==> src/rtl/hvp_pkg.sv <==
package hvp_pkg;
   localparam int MAX_QW = 8;

   // Most common of three values. When kept and seen agree they form the
   // majority. Otherwise meas is either the majority or the tie-breaker.
   function automatic logic [MAX_QW-1:0] vote3(
      input logic [MAX_QW-1:0] kept,
      input logic [MAX_QW-1:0] seen,
      input logic [MAX_QW-1:0] meas);
      return (kept == seen) ? kept : meas;
   endfunction
endpackage

==> src/rtl/hvp_history.sv <==
module hvp_history #(
   parameter int QW   = 4,
   parameter int HLEN = 4,
   localparam int HW  = QW * HLEN
) (
   input  logic          clk,
   input  logic          rst_n,
   input  logic          shift,
   input  logic [QW-1:0] din,
   output logic [HW-1:0] hist,
   output logic [HW-1:0] hist_next
);
   logic [HW-1:0] hist_q;

   generate
      if (HLEN == 1) begin : g_one
         assign hist_next = din;
      end else begin : g_many
         assign hist_next = {hist_q[HW-QW-1:0], din};
      end
   endgenerate

   always_ff @(posedge clk) begin
      if (!rst_n)     hist_q <= '0;
      else if (shift) hist_q <= hist_next;
   end

   assign hist = hist_q;
endmodule

==> src/rtl/hvp_table.sv <==
module hvp_table #(
   parameter int AW = 6,
   parameter int TW = 10,
   parameter int EW = 8,
   localparam int DEPTH = 1 << AW
) (
   input  logic          clk,
   input  logic          rst_n,
   input  logic          we,
   input  logic [AW-1:0] waddr,
   input  logic [TW-1:0] wtag,
   input  logic [EW-1:0] wpred,
   input  logic [EW-1:0] wvote,
   input  logic [AW-1:0] uaddr,
   output logic          u_valid,
   output logic [TW-1:0] u_tag,
   output logic [EW-1:0] u_pred,
   output logic [EW-1:0] u_vote,
   input  logic [AW-1:0] laddr,
   output logic          l_valid,
   output logic [TW-1:0] l_tag,
   output logic [EW-1:0] l_pred
);
   logic [DEPTH-1:0] valid_q;
   logic [TW-1:0]    tag_q  [DEPTH];
   logic [EW-1:0]    pred_q [DEPTH];
   logic [EW-1:0]    vote_q [DEPTH];
   logic             l_fwd;

   always_ff @(posedge clk) begin
      if (!rst_n)  valid_q <= '0;
      else if (we) valid_q[waddr] <= 1'b1;
   end

   always_ff @(posedge clk) begin
      if (we) begin
         tag_q[waddr]  <= wtag;
         pred_q[waddr] <= wpred;
         vote_q[waddr] <= wvote;
      end
   end

   // update port: reads the state before this cycle's write
   assign u_valid = valid_q[uaddr];
   assign u_tag   = tag_q[uaddr];
   assign u_pred  = pred_q[uaddr];
   assign u_vote  = vote_q[uaddr];

   // lookup port: sees this cycle's write when the indices match
   assign l_fwd   = we && (laddr == waddr);
   assign l_valid = l_fwd ? 1'b1  : valid_q[laddr];
   assign l_tag   = l_fwd ? wtag  : tag_q[laddr];
   assign l_pred  = l_fwd ? wpred : pred_q[laddr];
endmodule

==> src/rtl/hvp_vote.sv <==
module hvp_vote import hvp_pkg::*; #(
   parameter int QW   = 4,
   parameter int NMET = 2,
   parameter int TW   = 10,
   localparam int EW  = NMET * QW
) (
   input  logic          u_valid,
   input  logic [TW-1:0] u_tag,
   input  logic [TW-1:0] cur_tag,
   input  logic [EW-1:0] u_pred,
   input  logic [EW-1:0] u_vote,
   input  logic [EW-1:0] meas,
   output logic [EW-1:0] wpred,
   output logic [EW-1:0] wvote
);
   logic found;
   assign found = u_valid && (u_tag == cur_tag);

   generate
      for (genvar k = 0; k < NMET; k++) begin : g_met
         logic [MAX_QW-1:0] picked;
         assign picked = vote3(MAX_QW'(u_pred[k*QW +: QW]),
                               MAX_QW'(u_vote[k*QW +: QW]),
                               MAX_QW'(meas[k*QW +: QW]));
         assign wpred[k*QW +: QW] = found ? picked[QW-1:0] : meas[k*QW +: QW];
      end
   endgenerate

   assign wvote = meas;
endmodule

==> src/rtl/hist_vote_predictor.sv <==
module hist_vote_predictor import hvp_pkg::*; #(
   parameter int  QW   = 4,
   parameter int  HLEN = 4,
   parameter int  AW   = 6,
   parameter bit  DUAL = 1'b1,
   localparam int HW   = QW * HLEN,
   localparam int TW   = HW - AW,
   localparam int NMET = DUAL ? 2 : 1,
   localparam int EW   = NMET * QW
) (
   input  logic          clk,
   input  logic          rst_n,
   input  logic          meas_valid,
   input  logic [QW-1:0] meas_a,
   input  logic [QW-1:0] meas_b,
   output logic [QW-1:0] pred_a,
   output logic [QW-1:0] pred_b,
   output logic          pred_hit
);
   generate
      if (QW < 1 || QW > MAX_QW) begin : g_bad_qw
         $error("QW out of range");
      end
      if (HLEN < 1) begin : g_bad_hlen
         $error("HLEN must be at least 1");
      end
      if (AW < 1 || AW >= HW || AW > 12) begin : g_bad_aw
         $error("AW must leave a tag and stay small");
      end
   endgenerate

   logic [HW-1:0] hist_q, hist_nx;
   logic [EW-1:0] meas_vec;
   logic          u_valid, l_valid;
   logic [TW-1:0] u_tag, l_tag;
   logic [EW-1:0] u_pred, u_vote, l_pred, wpred, wvote;
   logic          l_found;
   logic [EW-1:0] pred_q;
   logic          hit_q;

   generate
      if (DUAL) begin : g_dual_in
         assign meas_vec = {meas_b, meas_a};
      end else begin : g_single_in
         assign meas_vec = meas_a;
      end
   endgenerate

   hvp_history #(.QW(QW), .HLEN(HLEN)) u_hist (
      .clk(clk), .rst_n(rst_n), .shift(meas_valid), .din(meas_a),
      .hist(hist_q), .hist_next(hist_nx));

   hvp_table #(.AW(AW), .TW(TW), .EW(EW)) u_tab (
      .clk(clk), .rst_n(rst_n), .we(meas_valid),
      .waddr(hist_q[AW-1:0]), .wtag(hist_q[HW-1:AW]),
      .wpred(wpred), .wvote(wvote),
      .uaddr(hist_q[AW-1:0]), .u_valid(u_valid), .u_tag(u_tag),
      .u_pred(u_pred), .u_vote(u_vote),
      .laddr(hist_nx[AW-1:0]), .l_valid(l_valid), .l_tag(l_tag),
      .l_pred(l_pred));

   hvp_vote #(.QW(QW), .NMET(NMET), .TW(TW)) u_vote_blk (
      .u_valid(u_valid), .u_tag(u_tag), .cur_tag(hist_q[HW-1:AW]),
      .u_pred(u_pred), .u_vote(u_vote), .meas(meas_vec),
      .wpred(wpred), .wvote(wvote));

   assign l_found = l_valid && (l_tag == hist_nx[HW-1:AW]);

   always_ff @(posedge clk) begin
      if (!rst_n) begin
         pred_q <= '0;
         hit_q  <= 1'b0;
      end else if (meas_valid) begin
         pred_q <= l_found ? l_pred : meas_vec;
         hit_q  <= l_found;
      end
   end

   assign pred_a   = pred_q[QW-1:0];
   assign pred_hit = hit_q;

   generate
      if (DUAL) begin : g_dual_out
         assign pred_b = pred_q[2*QW-1:QW];
      end else begin : g_single_out
         assign pred_b = '0;
      end
   endgenerate
endmodule

==> config.mk <==
export PLATFORM = sky130hd
export DESIGN_NAME = hist_vote_predictor
export DESIGN_NICKNAME = d
export VERILOG_FILES = /design/src/rtl/hvp_pkg.sv /design/src/rtl/hvp_history.sv /design/src/rtl/hvp_table.sv /design/src/rtl/hvp_vote.sv /design/src/rtl/hist_vote_predictor.sv
export SDC_FILE = /design/constraint.sdc
export NUM_CORES = 2
export LEC_CHECK = 0
export ABC_AREA = 1
export BUFFER_PORTS_ARGS = -buffer_cell sky130_fd_sc_hd__buf_2
export CORE_ASPECT_RATIO = 1.75
export CORE_MARGIN = 10
export CORE_UTILIZATION = 34
export CTS_CLUSTER_DIAMETER = 80
export DETAILED_ROUTE_END_ITERATION = 12
export PLACE_DENSITY = 0.48
export SLEW_MARGIN = 5
export SYNTH_ARGS = -nofsm -noshare
export SYNTH_HDL_FRONTEND = slang
export SYNTH_SLANG_ARGS = --single-unit
==> constraint.sdc <==
create_clock -name clk -period 5.8 [get_ports clk]
set_clock_uncertainty 0.2 [all_clocks]
set_input_delay 1.16 -clock clk [delete_from_list [all_inputs] [get_ports clk]]
set_output_delay 1.16 -clock clk [all_outputs]
set_load 0.01 [all_outputs]
# Yosys cells after proc, flatten, opt, wreduce, memory -nomap -nowiden
# Memory sizes are Yosys's and may differ from the RTL's. A register that Yosys moved wholly into a read port is not among the register bits.
# Index checks and enable logic that the tools add are counted.
# word_totals
memories	3
latch_bits	0
inputBits	11
wordCells	42
output_inout_bits	9
romBits	0
mem_bits_rw	1664
reg_bits	89
# classes
n_shift	0
n_eq_ne	5
n_addsub	0
bitwise	1
order_cmp	3
n_mul	0
div	0
muxes	22
reduce_logical	4
# memory_table
memory	depth	word_bits	rd	rd_clocked_by_memory_dff	wr	line_no	text
u_tab.tag_q	64	10	2	1	1	hvp_table.sv:25	logic [TW-1:0] tag_q [DEPTH];
u_tab.pred_q	64	8	2	1	1	hvp_table.sv:26	logic [EW-1:0] pred_q [DEPTH];
u_tab.vote_q	64	8	1	1	1	hvp_table.sv:27	logic [EW-1:0] vote_q [DEPTH];
# ops
cell	count
$or 64x64->64	1
$mux 6	6
$eq 10x10->1	2
$mux 4	4
$mux 8	2
$lt 6x7->1 const B	2
$bmux 1 s6	2
$mux 10	1
$eq 4x4->1	2
$demux 1 s6	1
$eq 6x6->1	1
$ge 6x1->1 const B	1
$mux 1	6
$logic_and 1x1->1	4

# Longest topological paths before layout
# logic_depth
ltp_word	6
ltp_mapped	24
depth_no_buf	20

# By module
# Synthesis repeated with hierarchy kept, for this count alone.
# hier_totals
cells_unflattened	8846
hier_area_um2	83022.1
# modules_own_cells
mod	area_per_inst_um2	seq_area_each_um2	n_inst	cells_per_inst
hvp_table	80749.9	51249.2	1	8436
hvp_history	794.5	320.3	1	117
hvp_vote	745.7	0.0	1	164
hist_vote_predictor	732.0	180.2	1	129

# Worst setup path after synthesis
# No wires, ideal clock.
# synth_timing
path_type	in2reg
from	input port meas_valid
to	memory u_tab.pred_q[51][0], enable pin
path_slack_ps	1632
path_stages	5
required_ps	5156
path_buffers	1
setup_ps	444
arrival_time_ps	3524
cell_sequence	clkbuf_1 > inv_1 > nor2_1 > inv_1 > nor3_1
# synth_via
elab_chain_len	2
# synth_lines
element	line_no	text
start: declaration	hist_vote_predictor.sv:13	input logic meas_valid,
$mux 1	hvp_table.sv:36	if (we) begin
$mux 1 (implied by the code)	hvp_table.sv:38	pred_q[waddr] <= wpred;
end: declaration	hvp_table.sv:26	
# No other way between the ends.

==> impl_summary.md <==
Outcome
The run finished with clean final reports.

CTS
Clock latency on the worst-skew pair, taken at its later pin, is ~0.86 ns. The deepest level of the CTS H-tree is 4. CTS saw between 1500 and 2000 sinks.

In this run, CTS created clock tree buffers numbering roughly 170. The number of buffers inserted to repair setup after CTS is 0. After clock tree synthesis, the clock-pin slew on the worst setup and hold paths is about 0.07 ns. The hold buffer count at CTS is 0. The cell chosen for the clock root is sky130_fd_sc_hd__clkbuf_16.

The maximum clock insertion buffer count is 4. Post-CTS repair changed the size of 0 cells. TritonCTS built the clock tree.

Final layout
Fill cells in the final layout number ~24000. The finished layout cell area is 93200 sq um. The area added between synthesis and finish is 11.8%. The share of layout cells above drive strength 1 is 0.0745.

The final layout net count is ~8800. Excluding fillers, the count of instances in the completed layout stands at roughly 12000.

Timing
The count of final setup violators is 0. Across all setup checks in the final design, the least slack found is 0.924 ns. The slew at the pin closest to its max-slew limit is between 1 and 1.5 ns.

The worst hold slack across all endpoints is between 0.2 and 0.3 ns. Dividing the final minimum period by the clock period gives 0.841. In the final timing run, aggregate negative setup slack is 0 ns. The highest attainable clock frequency is between 200 and 250 MHz. Setup repair after global routing left no endpoint under its margin. The total count of max-transition violations in the final report is 0. The hold violation total from the final report is 0. The time the final worst path needs with I/O delays and setup is 4.88 ns. Measured against its own limit, the worst slew margin works out to 0.262.

Routing
The number of nets with antenna violations after detailed routing is 0. The first routing iteration left between 7000 and 8000 violations. The overall routed net length is roughly 340000 um.

The detail-routed via count per cell is 5.71. The DRC violation count after routing is 0. The first detailed-routing pass ran for 7 iterations. The routed layout has between 60000 and 70000 vias. The post-detailed-route wirelength per cell is ~28 um.

Power and ir drop
IR analysis of the VDD net gives a maximum drop of around 0.21 mV. The power density relative to cell area is 307 nW/um^2. The static power due to leakage is 33.9 nW.

Floorplanning
The initial standard-cell utilization of the core is 0.342. After floorplanning, the core was divided into between 200 and 250 placement rows. The core region is ~240000 sq um. The width of the die is between 300 and 400 um.

For this design the top-level I/O count stands at 20. The die footprint is 266000 sq um. The die boundary height is 675 um.

Synth
The flip-flop and latch count after synthesis is about 1800. The net count of the mapped netlist is about 9000. The proportion of synthesized chip area in sequential cells is 0.622.

The count of unique library cells instantiated by Yosys is 34. The area of the mapped netlist is ~83000 sq um. The average instance area after synthesis is a little over 9 sq um. During synthesis, Yosys emitted a total of 0 warnings. The number of instances in the synthesized netlist is 8931.

Placed design
The routability congestion estimate is between 0.8 and 0.9. At the placement stage, the worst setup path has a slack of about 0.94 ns. Summed over all nets, the half-perimeter wirelength after detailed placement is approximately 200000 um. The post-detailed-placement cell area is 87800 sq um.

The number of I/O port buffers is 19. The instance count after placement with tap cells included is 11851.

Critical path
The worst endpoint required time is roughly 6.2 ns. The critical path start-end classification is register to register. The reg2reg setup slack is between 0.9 and 1 ns. The data arrival at the endpoint of the critical path is about 5.3 ns.

The biggest fanout along the worst timing path is 70. The type of origin of the critical path is a register. The sort of element at the end of the critical path is a register.

Global routing
The number of antenna violations at the first check in global routing is 11. The number of global-route vias before repair is 68010. The first global-routing pass estimated a little under 500000 um of wire. The total global routing overflow is 0.

The largest net degree at the start of global routing is about 150. The total track usage is 0.245.

Job
Across the run, the number of max-cap violations was 0.

Min path
The worst hold path class is register to register.
sequential cells by signal (all words and copies together), names as in the netlist, named ones only:
register and cells:
u_hist.hist 16, u_tab.valid_q 64, u_tab.pred_q 512, pred_q 8, u_tab.tag_q 640, u_tab.vote_q 512, pred_hit 1
layout make-up:
type	count	area, sq um	area share
clock inverters	86	648	0.00695
repair buffers	314	3070	0.0330
well taps	3267	4090	0.0439
clock buffers	218	4710	0.0505
multi-input cells	6427	28400	0.305
diodes	5	12.5	0.000134
inverters	84	378	0.00405
flip-flops and latches	1759	51900	0.557
cell usage after synthesis:
library cell	instances	area, sq um
sky130_fd_sc_hd__nand2_1	3062	11500
sky130_fd_sc_hd__nand3_1	2032	10200
sky130_fd_sc_hd__edfxtp_1	1664	50000
sky130_fd_sc_hd__nor2_1	613	2300
sky130_fd_sc_hd__o21ai_0	434	2170
sky130_fd_sc_hd__buf_2	291	1460
sky130_fd_sc_hd__clkbuf_1	197	739
sky130_fd_sc_hd__o22ai_1	156	976
sky130_fd_sc_hd__dfxtp_1	95	1900
sky130_fd_sc_hd__buf_1	81	304
sky130_fd_sc_hd__inv_1	72	270
sky130_fd_sc_hd__buf_4	61	458
sky130_fd_sc_hd__a21oi_1	57	285
sky130_fd_sc_hd__buf_6	29	327
sky130_fd_sc_hd__o211ai_1	17	128
sky130_fd_sc_hd__o21ai_1	14	70.1
sky130_fd_sc_hd__nor3_1	12	60.1
sky130_fd_sc_hd__o221ai_1	9	78.8
sky130_fd_sc_hd__inv_2	8	30.0
sky130_fd_sc_hd__nand4_1	5	31.3
sky130_fd_sc_hd__nor2_2	5	31.3
sky130_fd_sc_hd__clkinv_1	3	11.3
sky130_fd_sc_hd__o32ai_1	2	17.5
sky130_fd_sc_hd__or2_2	2	12.5
sky130_fd_sc_hd__a221oi_1	1	8.76
sky130_fd_sc_hd__and2_1	1	6.26
sky130_fd_sc_hd__buf_12	1	20.0
sky130_fd_sc_hd__buf_8	1	15.0
sky130_fd_sc_hd__inv_4	1	6.26
sky130_fd_sc_hd__nand2_2	1	6.26
sky130_fd_sc_hd__nand3_2	1	10.0
sky130_fd_sc_hd__nor2_4	1	11.3
sky130_fd_sc_hd__o211ai_2	1	12.5
sky130_fd_sc_hd__o311ai_0	1	8.76
per-layer routing:
layer | global-route usage | part of all wire | vias up
met3 | 0.0342 | 0.074 | 1068
li1 | - | - | 30594
met2 | 0.425 | 0.49 | 3636
met5 | 0 | 0.00012 | -
met4 | 0.172 | 0.081 | 6
met1 | 0.279 | 0.36 | 34081
cell families after synthesis:
family          share of synthesized area
flops                               0.622
simple gates                        0.289
compound gates                     0.0451
buf+inv                            0.0436
stage by stage:
step,utilization,power (mW)
floorplan,-,16.2
global placement,0.360,17.6
detailed placement,0.360,17.7
CTS,0.382,28.7
global route,0.382,29.5
finish,0.382,28.6
power breakdown:
group,total (mW),internal [mW],switching [mW]
logic,3.36,0.828,2.53
registers,14.1,14.0,0.0940
clock network,11.2,6.17,5.00
path summary, 6_finish.rpt:
path	startpoint	cells past startpoint	end
worst min register to register	u_tab.valid_q[53]$_SDFFE_PN0P_	2	u_tab.valid_q[53]$_SDFFE_PN0P_
worst max-delay path	register	18	u_tab.pred_q[34][3]$_DFFE_PP_
worst min-delay path	u_tab.valid_q[53]$_SDFFE_PN0P_	2	u_tab.valid_q[53]$_SDFFE_PN0P_
worst max register to register	register	18	u_tab.pred_q[34][3]$_DFFE_PP_
worst max-delay path, stage by stage, from the launching register on:
cell,delay (ns)
sky130_fd_sc_hd__dfxtp_4,0.46
sky130_fd_sc_hd__inv_8,0.35
sky130_fd_sc_hd__buf_4,0.48
sky130_fd_sc_hd__buf_4,0.46
sky130_fd_sc_hd__nand2_1,0.10
sky130_fd_sc_hd__nand3_1,0.08
sky130_fd_sc_hd__nand3_1,0.07
sky130_fd_sc_hd__nand2_1,0.11
sky130_fd_sc_hd__nand2_1,0.05
sky130_fd_sc_hd__nand3_1,0.07
sky130_fd_sc_hd__nand3_1,0.20
sky130_fd_sc_hd__nand3_1,0.18
sky130_fd_sc_hd__nand3_1,0.23
sky130_fd_sc_hd__nor2_1,0.35
sky130_fd_sc_hd__nand2_1,0.14
sky130_fd_sc_hd__nor2_4,0.23
sky130_fd_sc_hd__nand2_1,0.14
sky130_fd_sc_hd__nand2_2,0.12
sky130_fd_sc_hd__buf_4,0.45
placed cells by master (no fill, tap or decap), types with 31 or more instances in the layout:
cell type	n
sky130_fd_sc_hd__nor2_4	64
sky130_fd_sc_hd__clkbuf_16	179
sky130_fd_sc_hd__clkinv_1	40
sky130_fd_sc_hd__dfxtp_1	78
sky130_fd_sc_hd__buf_4	237
sky130_fd_sc_hd__nor2_1	550
sky130_fd_sc_hd__o21ai_0	434
sky130_fd_sc_hd__buf_12	58
sky130_fd_sc_hd__edfxtp_1	1664
sky130_fd_sc_hd__inv_1	69
sky130_fd_sc_hd__nand2_1	3054
sky130_fd_sc_hd__o22ai_1	156
sky130_fd_sc_hd__clkinv_2	34
sky130_fd_sc_hd__nand3_1	2032
sky130_fd_sc_hd__a21oi_1	57
sky130_fd_sc_hd__clkbuf_1	31
Note: power is estimated with default switching activity, not from simulation.
